## config.mk

```make
export PLATFORM = sky130hd
export DESIGN_NAME = pcm_sync_rx
export DESIGN_NICKNAME = d
export VERILOG_FILES = /design/src/rtl/pcm_rx_pkg.sv /design/src/rtl/pcm_rx_sync.sv /design/src/rtl/pcm_rx_edge.sv /design/src/rtl/pcm_rx_deser.sv /design/src/rtl/pcm_sync_rx.sv
export SDC_FILE = /design/constraint.sdc
export NUM_CORES = 1
export LEC_CHECK = 0
export BUFFER_PORTS_ARGS = -buffer_cell sky130_fd_sc_hd__buf_4
export CAP_MARGIN = 20
export CELL_PAD_IN_SITES_DETAIL_PLACEMENT = 1
export CELL_PAD_IN_SITES_GLOBAL_PLACEMENT = 1
export CORE_MARGIN = 2
export CORE_UTILIZATION = 35
export DETAILED_ROUTE_END_ITERATION = 8
export PLACE_DENSITY = 0.72
export SLEW_MARGIN = 20
export SYNTH_ARGS = -nofsm -noshare
export SYNTH_HDL_FRONTEND = slang
export SYNTH_HIERARCHICAL = 1
export SYNTH_SLANG_ARGS = --single-unit
```

## constraint.sdc

```tcl
create_clock -name clk -period 3.8 [get_ports clk]
set_input_delay 0.76 -clock clk [delete_from_list [all_inputs] [get_ports clk]]
set_output_delay 0.76 -clock clk [all_outputs]
set_load 0.02 [all_outputs]
```

## src/rtl/pcm_rx_pkg.sv

```systemverilog
package pcm_rx_pkg;
  typedef enum logic {
    RX_IDLE  = 1'b0,
    RX_SHIFT = 1'b1
  } rx_state_e;
endpackage

```

## src/rtl/pcm_rx_sync.sv

```systemverilog
// Multi-stage synchroniser for a bundle of asynchronous single-bit inputs.
module pcm_rx_sync #(
  parameter int WIDTH  = 3,
  parameter int STAGES = 2
) (
  input  logic             clk,
  input  logic             rst_n,
  input  logic [WIDTH-1:0] din,
  output logic [WIDTH-1:0] dout
);
  logic [WIDTH-1:0] stg [STAGES];

  always_ff @(posedge clk or negedge rst_n) begin
    if (!rst_n) stg[0] <= '0;
    else        stg[0] <= din;
  end

  generate
    for (genvar g = 1; g < STAGES; g++) begin : g_stage
      always_ff @(posedge clk or negedge rst_n) begin
        if (!rst_n) stg[g] <= '0;
        else        stg[g] <= stg[g-1];
      end
    end
  endgenerate

  assign dout = stg[STAGES-1];
endmodule

```

## src/rtl/pcm_rx_edge.sv

```systemverilog
// Finds falling edges of the synchronised bit clock.
module pcm_rx_edge (
  input  logic clk,
  input  logic rst_n,
  input  logic bclk_s,
  output logic fall
);
  logic prev;

  always_ff @(posedge clk or negedge rst_n) begin
    if (!rst_n) prev <= 1'b0;
    else        prev <= bclk_s;
  end

  assign fall = prev & ~bclk_s;
endmodule

```

## src/rtl/pcm_rx_deser.sv

```systemverilog
// Sync-locked shifter: gathers one word after each sync pulse.
module pcm_rx_deser
  import pcm_rx_pkg::*;
#(
  parameter int WORD_W = 16
) (
  input  logic              clk,
  input  logic              rst_n,
  input  logic              bit_stb,
  input  logic              fs_bit,
  input  logic              d_bit,
  output logic [WORD_W-1:0] word_o,
  output logic              word_vld,
  output logic              err_o
);
  localparam int CNT_W = $clog2(WORD_W);
  localparam logic [CNT_W-1:0] LAST = CNT_W'(WORD_W - 1);

  rx_state_e         state;
  logic [CNT_W-1:0]  cnt;
  logic [WORD_W-1:0] shreg;
  logic [WORD_W-1:0] nxt;

  assign nxt = {shreg[WORD_W-2:0], d_bit};

  always_ff @(posedge clk or negedge rst_n) begin
    if (!rst_n) begin
      state    <= RX_IDLE;
      cnt      <= '0;
      shreg    <= '0;
      word_o   <= '0;
      word_vld <= 1'b0;
      err_o    <= 1'b0;
    end else begin
      word_vld <= 1'b0;
      if (bit_stb) begin
        if (fs_bit) begin
          if (state == RX_SHIFT) err_o <= 1'b1;
          state <= RX_SHIFT;
          cnt   <= '0;
        end else if (state == RX_SHIFT) begin
          shreg <= nxt;
          if (cnt == LAST) begin
            word_o   <= nxt;
            word_vld <= 1'b1;
            state    <= RX_IDLE;
            cnt      <= '0;
          end else begin
            cnt <= cnt + 1'b1;
          end
        end
      end
    end
  end

  AST_VALID_ONE_CYCLE: assert property (@(posedge clk) disable iff (!rst_n)
    word_vld |=> !word_vld);
  AST_WORD_HELD: assert property (@(posedge clk) disable iff (!rst_n)
    !word_vld |-> $stable(word_o));
  AST_ERR_STICKY: assert property (@(posedge clk) disable iff (!rst_n)
    err_o |=> err_o);
  AST_NO_SHIFT_OFF_EDGE: assert property (@(posedge clk) disable iff (!rst_n)
    !bit_stb |=> $stable(cnt) && $stable(shreg));
  AST_SYNC_RESTART: assert property (@(posedge clk) disable iff (!rst_n)
    (bit_stb && fs_bit) |=> (state == RX_SHIFT && cnt == '0 && !word_vld));
  AST_IDLE_NO_VALID: assert property (@(posedge clk) disable iff (!rst_n)
    (state == RX_IDLE && !word_vld) |=> !word_vld);
endmodule

```

## src/rtl/pcm_sync_rx.sv

```systemverilog
module pcm_sync_rx #(
  parameter int WORD_W      = 16,
  parameter int SYNC_STAGES = 2
) (
  input  logic              clk,
  input  logic              rst_n,
  input  logic              pcm_bclk,
  input  logic              pcm_fsync,
  input  logic              pcm_din,
  output logic [WORD_W-1:0] smp_data,
  output logic              smp_valid,
  output logic              frame_err
);
  logic [2:0] raw_in;
  logic [2:0] syn;
  logic       fall;

  assign raw_in = {pcm_bclk, pcm_fsync, pcm_din};

  pcm_rx_sync #(.WIDTH(3), .STAGES(SYNC_STAGES)) u_sync (
    .clk  (clk),
    .rst_n(rst_n),
    .din  (raw_in),
    .dout (syn)
  );

  pcm_rx_edge u_edge (
    .clk   (clk),
    .rst_n (rst_n),
    .bclk_s(syn[2]),
    .fall  (fall)
  );

  pcm_rx_deser #(.WORD_W(WORD_W)) u_deser (
    .clk     (clk),
    .rst_n   (rst_n),
    .bit_stb (fall),
    .fs_bit  (syn[1]),
    .d_bit   (syn[0]),
    .word_o  (smp_data),
    .word_vld(smp_valid),
    .err_o   (frame_err)
  );
endmodule

```

[After elaboration in Yosys (flattened, before gate mapping)]
Cells that the tools add are included.
W data, S select, Z words.
Storage, ports and cells
  memories kept: 0
  bits in read-only memories: 0
  RAM bits: 0
  flip-flop bits (word level): 45
  latch bits: 0
  input port bits: 5
  output and inout bits: 18
Cells by class
  reduce and logical (&&, ||, !) cells: 5
  equal/unequal tests: 1
  bitwise logic cells: 3
  shift-type cells: 0
  multiply operators: 0
  mux-type cells: 10
  $add $sub $neg: 1
  div/mod/pow operators: 0
  $lt $le $gt $ge: 0
Operators with widths (count)
  $mux W4: 3
  $mux W1: 7
  $reduce_and A3 Y1: 2
  $add A4 B1 Y4 const B: 1
  $eq A4 B4 Y1 const B: 1
  $reduce_and A4 Y1: 1
  $not A1 Y1: 2
  $reduce_and A2 Y1: 1
  $reduce_bool A2 Y1: 1
  $and A1 B1 Y1: 1

[Depth between registers and ports, before layout]
Gate-level depths: netlist of the first run.
  depth after elaboration: 5
  gate-level depth with buffers: 6

[Hierarchy]
Netlist of the first run, hierarchy kept.
Modules (own cells, without submodules)
  pcm_rx_deser: cells an instance 97, seq. area each 950.9 sq um, area an instance 1565.3 sq um, times used 1
  pcm_rx_sync: cells an instance 9, seq. area each 150.1 sq um, area an instance 172.7 sq um, times used 1
  pcm_rx_edge: cells an instance 2, seq. area each 25.0 sq um, area an instance 38.8 sq um, times used 1

[Least setup slack after synthesis of the first run]
Ideal clock, no wire load.
  path kind: register -> register
  start: register u_sync.stg (netlist bit u_sync/dout[2])
  end: register u_deser.word_o[10]
  clock period less this slack: 1.514 ns
  buffers on the path: 2
  arrival time: 1.389 ns
  slack: 2.286 ns
  cell stages (with the launch flop): 7
  cell sequence: dfrtp_1 buf_4 nor2b_4 nand3b_4 nor2_8 buf_12 mux2_4
Between the ends
  cells in the longest elaborated chain, start to end: 3
Ends and longest elaborated chain
  start, declared: RTL line pcm_rx_sync.sv:11  | logic [WIDTH-1:0] stg [STAGES];
  start signal, assigned by index: RTL line pcm_rx_sync.sv:22  | else stg[g] <= stg[g-1];
  $not A1 Y1: RTL line pcm_rx_edge.sv:15  | assign fall = prev & ~bclk_s;
  $and A1 B1 Y1: RTL line pcm_rx_edge.sv:15
  net fall: RTL line pcm_sync_rx.sv:16  | logic fall;
  $reduce_and A4 Y1 (no source line)
  end signal, assigned: RTL line pcm_rx_deser.sv:44  | word_o <= nxt;
  end, declared: RTL line pcm_rx_deser.sv:12  | output logic [WORD_W-1:0] word_o,
The timed path passes the listed nets, and every way through them passes these cells.
A chain may end at the register's enable or synchronous reset.

[Worst setup path after layout of the first run]
  start: register u_sync.stg (netlist bit u_sync/dout[2])
  end: register u_deser.word_o[12]
Same word-level chain as after synthesis.

==> results_dict.tcl, run 1 <==
set metrics [dict create \
    status "completed" \
    synth_ff_type "dfrtp_1" \
    synth_cells 108 \
    tns_ns 0 \
    cts_inserted_buffers 5 \
    die_x_um 75.25 \
    via_per_inst 4.726 \
    dp_slack_ns 1.873 \
    worstSetupStartpointType "flop" \
    coreArea_um2 4817 \
    syn-num-nets 114 \
    overflow 0 \
    crit_fanout 17 \
    fin_nets 136 \
    rsz0062_at_grt "false" \
    critPathLaunch "u_sync/dout[2]" \
    clockBufferDepth 2 \
    power.total_mw 0.9987 \
    min_path_type "reg2reg" \
    fin_crit_sh 0.5053 \
    clock_skew_ns 0.006644 \
    vias 931 \
    antenna_cells 0 \
    yosysMostFrequentCell "dfrtp_1" \
    cts_tree "yes" \
    clkSinkCount 45 \
    cts_hold_buf 0 \
    grt_max_degree 46 \
    critical_path_class "reg2reg" \
    htree_num_levels 2 \
    ys_ff_latch 45 \
    yosys_warnings 6 \
    row_count 25 \
    required_ns 3.98 \
    portBuffers 22 \
    end_kind "flop" \
    die-area_um2 5663 \
    setup_violations 0 \
    worst_pin_slew_ns 0.5557 \
    slew_headroom 0.6296 \
    grt_pass1_wl_um 5112 \
    clk-insertion-delay-late_ns 0.29 \
    leakage_nw 1.036 \
    peakVddDrop_uv 226.4 \
    ant_nets 0 \
    grt_usage 0.1224 \
    filler_cell_count 495 \
    r2r_start "u_sync/dout[2]" \
    fmax_mhz 520.8 \
    min-delay-start "u_sync/stg[4]" \
    wl_um 3009 \
    slew_violations 0 \
    avgSynthCellArea_um2 16.45 \
    avgRoutedWirePerCell_um 15.27 \
    ys_types 26 \
    fp.dieH_um 75.25 \
    synth_edf_count 0 \
    hpwl_um 1976 \
    antenna_found_initial 0 \
    initial_utilization 0.3688 \
    synthArstFlopShare 1.000 \
    cp_data_arrival_time_ns 2.10 \
    cts.repair.resized 0 \
    root_buffer "clkbuf_8" \
    synth_top_area_frac 0.6338 \
    synth_common_cells "dfrtp_1, mux2_2, mux2_4, buf_4, inv_1" \
    ios 23 \
    drt_iter0_markers 20 \
    hold_viol 0 \
    dr.pass1.iters 2 \
    grt_pass1_vias 1068 \
    syn2layout_area_growth_pct 16.34 \
    syn-cell-area_um2 1777 \
    p_per_area_nw_per_um2 483.2 \
    worst_slack_ns 1.880 \
    gp_congestion 0.6973 \
    cts_setup_buffers 0 \
    cap_violations 0 \
    ys_seq_area_frac 0.6338 \
    ys_top_cells_by_area "dfrtp_1, mux2_2, mux2_4, buf_4, buf_12" \
    synth_top_area_cell "dfrtp_1" \
    period_minus_slack_ns 1.920 \
    clk_pin_slew_ns 0.08 \
    drc_errors 0 \
    final_layout_size_suffix_gt1_frac 0.5000 \
]
-- cell families (layout without fill, tap and decap cells) --
logic type	count (synthesis)	in the layout	share of synthesized area
compound gates	12	12	0.04789
fa+ha+maj	1	1	0.007041
buf+inv	10	32	0.04155
flops	45	45	0.6338
mux	31	31	0.2155
simple gates	9	9	0.05423
-- final cells by class --
class / count / area, um2 / share of cell area
clock buffers: 5 / 68.82 / 0.03329
well taps: 67 / 83.83 / 0.04056
multi-input cells: 53 / 576.8 / 0.2791
clock inverters: 2 / 35.03 / 0.01695
repair buffers: 22 / 165.2 / 0.07990
inverters: 3 / 11.26 / 0.005448
flip-flops and latches: 45 / 1126 / 0.5448
-- routing by layer --
metal | global-route usage | up-vias | share of wire
met2 | 0.1988 | 18 | 0.52
met1 | 0.1550 | 486 | 0.43
met5 | 0 | - | 0
met4 | 0.02924 | 0 | 0.0023
li1 | - | 425 | -
met3 | 0.04819 | 2 | 0.042
-- flip-flops by register name, indices dropped and copies added (netlist names) --
name              count
u_deser/err_o         1
u_deser/shreg        15
u_deser/cnt           4
u_deser/word_o       16
u_edge/prev           1
u_deser/state         1
u_sync/stg            3
u_sync/dout           3
u_deser/word_vld      1
-- stage by stage --
stage / instances / area (um2) / util / hold slack [ns]
after detailed placement: 190 / 1963 / 0.4075 / 0.3410
after CTS: 197 / 2067 / 0.4291 / 0.3593
after floorplan: 108 / 1777 / - / 0.3312
after global routing: 197 / 2067 / 0.4291 / 0.3647
after global placement: 190 / 1963 / 0.4075 / 0.3353
final: 197 / 2067 / 0.4291 / 0.3551
-- placed cells by master (no fill, tap or decap), types with 2 or more instances in the layout --
cell      Yosys  routed
dfrtp_1      45      45
buf_4         5      22
mux2_2       22      22
mux2_4        9       9
clkbuf_8      0       5
inv_1         3       3
nand3_1       2       2
o21ai_0       2       2
o22ai_1       2       2
-- path summary, 6_finish.rpt --
check | cells after the start | slack [ns] | end
min in group asynchronous | 1 | 0.45 | u_deser/err_o
worst max-delay path | 4 | 1.88 | u_deser/word_o[12]
worst min register to register | 0 | 0.36 | u_sync/dout[1]
worst min-delay path | 0 | 0.36 | u_sync/dout[1]
max in group asynchronous | 1 | 2.97 | u_deser/word_o[13]
worst max register to register | 4 | 1.88 | u_deser/word_o[12]
-- power breakdown --
group	switching, mW	internal [mW]
Sequential	0.0396	0.525
Combinational	0.0385	0.0477
Clock	0.156	0.191
-- critical path, cell delays in order (launching register included) --
cell and delay, ns:
dfrtp_1 0.41, nor2b_4 0.29, nand3b_4 0.30, nor2_8 0.41, mux2_2 0.39
No activity file was read; power rests on OpenSTA's default activity.
==> run 2, diff against run 1 <==
Settings changed: PLACE_DENSITY 0.72 to 0.75.
Clock period 3.8 ns to 1.7 ns, I/O delays scaled along.
==> run 2 against run 1 <==
  * Clock power increased by 96%
  * Combinational power grew to 2.7 times the previous value
  * Final cell count rose by 4.6%
  * Routed wire length rose by 2.1%
  * Critical path type unchanged
  * Largest power group unchanged
==> results_dict.tcl, run 2 (synthesis gave the netlist of run 1 again) <==
set metrics [dict create \
    status "completed" \
    crit_fanout 6 \
    avgRoutedWirePerCell_um 14.91 \
    required_ns 1.88 \
    met3_length_um 140 \
    drc_errors 0 \
    wl_met2_um 1487 \
    clk_pin_slew_ns 0.09 \
    cpPeakStageDelay_ns 0.46 \
    peakVddDrop_uv 595.4 \
    drt_iter0_markers 62 \
    cap_violations 0 \
    vias 967 \
    overflow 0 \
    syn2layout_area_growth_pct 21.41 \
    antenna_found_initial 0 \
    root_buffer "clkbuf_8" \
    reg_top3 "u_deser/word_o: 16 flops, u_deser/shreg: 15 flops, u_deser/cnt: 4 flops" \
    cts_hold_buf 0 \
    row_count 25 \
    worst_pin_slew_ns 0.5562 \
    hpwl_um 1949 \
    htree_num_levels 2 \
    fin_util 0.4478 \
    clkPwrFrac 0.312 \
    comb_power_share 0.108 \
    cp_num_cells 5 \
    initial_utilization 0.3688 \
    fp.dieH_um 75.25 \
    dr.pass1.iters 4 \
    crit_family "flip-flops" \
    grt_max_degree 46 \
    filler_cell_count 504 \
    wl_um 3071 \
    critical_path_class "reg2reg" \
    cp_data_arrival_time_ns 1.81 \
    ant_nets 0 \
    die_x_um 75.25 \
    crit_buf_inv 1 \
    portBuffers 22 \
    setup_violations 0 \
    mostFrequentLayoutCells "dfrtp_1, buf_4, mux2_2, mux2_4, clkbuf_8" \
    antenna_cells 0 \
    grt_pass1_wl_um 5230 \
    p_seq_frac 0.580 \
    via_per_inst 4.694 \
    coreArea_um2 4817 \
    swShare 0.2510 \
    final_layout_size_suffix_gt1_frac 0.5396 \
    slew_headroom 0.6292 \
    clockBufferDepth 2 \
    critical-path-slowest-cell "dfrtp_1" \
    p_per_area_nw_per_um2 1015 \
    met1_length_um 1410 \
    hold_viol 0 \
    mostFrequentLayoutCell "dfrtp_1" \
    fin_crit_sh 0.9573 \
    worst_slack_ns 0.07260 \
    min_path_type "in2async" \
    cts_inserted_buffers 5 \
    gp_congestion 0.6933 \
    worstSetupStartpointType "flop" \
    slew_violations 0 \
    crit_chain "ha_4, nand3_2, nor2_8, buf_4, mux2_4" \
    p_sw_mw 0.5493 \
    largest_reg_flops 16 \
    dp_slack_ns -0.01344 \
    holdWs_ns 0.02128 \
    end_kind "flop" \
    maxUsedRoutingLayer "met4" \
    grt_usage 0.1248 \
    period_minus_slack_ns 1.627 \
    clkSinkCount 45 \
    fmax_mhz 614.5 \
    leakage_nw 1.077 \
    intPower_mw 1.639 \
    rr_worst_depth 5 \
    clock_skew_ns 0.008960 \
    clk-insertion-delay-late_ns 0.29 \
    fin_nets 144 \
    ios 23 \
    grt_pass1_vias 1087 \
    top_register "u_deser/word_o" \
    cts_tree "yes" \
    tns_ns 0 \
    die-area_um2 5663 \
]
run 2: power groups by stage:
stage          Sequential (mW)  Combinational [mW]  Clock [mW]
2_1_floorplan             1.25               0.155           0
3_3_place_gp              1.27               0.189           0
6_report                  1.27               0.236       0.683
4_1_cts                   1.26               0.206       0.722
5_1_grt                   1.29               0.261       0.761
3_5_place_dp              1.29               0.204           0
run 2: worst register-to-register path: stages (launching register included):
cell	delay [ns]
dfrtp_1	0.46
ha_4	0.21
nand3_2	0.16
nor2_8	0.19
buf_4	0.19
mux2_4	0.31
run 2: final timing paths:
path                                     start                end  slack [ns]
worst min register to register   u_sync/stg[5]     u_sync/dout[2]        0.35
worst min-delay path                     rst_n     u_sync/dout[1]        0.02
min in group clk                      pcm_bclk      u_sync/stg[5]        0.15
max in group asynchronous                rst_n   u_deser/shreg[9]        1.29
worst max-delay path            u_deser/cnt[0]  u_deser/word_o[7]        0.07
worst max register to register  u_deser/cnt[0]  u_deser/word_o[7]        0.07
run 2: what timing repair did:
item | in CTS | in global routing
pin swaps | 1 | 0
resized for setup | 0 | 2
buffers inserted | 3 | 2
endpoints found under the hold margin | 0 | 0
endpoints found under the setup margin | 7 | 16
run 2: metal layers:
| layer | GRT usage | vias to the layer above |
|---|---|---|
| li1 | - | 439 |
| met1 | 0.1555 | 503 |
| met2 | 0.2037 | 20 |
| met3 | 0.04150 | 5 |
| met4 | 0.04483 | 0 |
| met5 | 0 | - |
run 2: cell type report:
cell class | instances | area (um2) | area share
Clock buffer | 6 | 82.58 | 0.03828
Clock inverter | 2 | 13.76 | 0.006381
Inverter | 3 | 11.26 | 0.005220
Multi-Input combinational cell | 53 | 589.3 | 0.2732
Sequential cell | 45 | 1126 | 0.5220
Tap cell | 67 | 83.83 | 0.03886
Timing Repair Buffer | 30 | 250.2 | 0.1160
run 2: per-stage QoR:
stage | total power [mW] | cell area [um2] | cells
CTS | 2.191 | 2130 | 204
finish | 2.188 | 2157 | 206
global placement | 1.459 | 1986 | 193
global route | 2.312 | 2157 | 206
floorplan | 1.407 | 1777 | 108
detailed placement | 1.489 | 1986 | 193
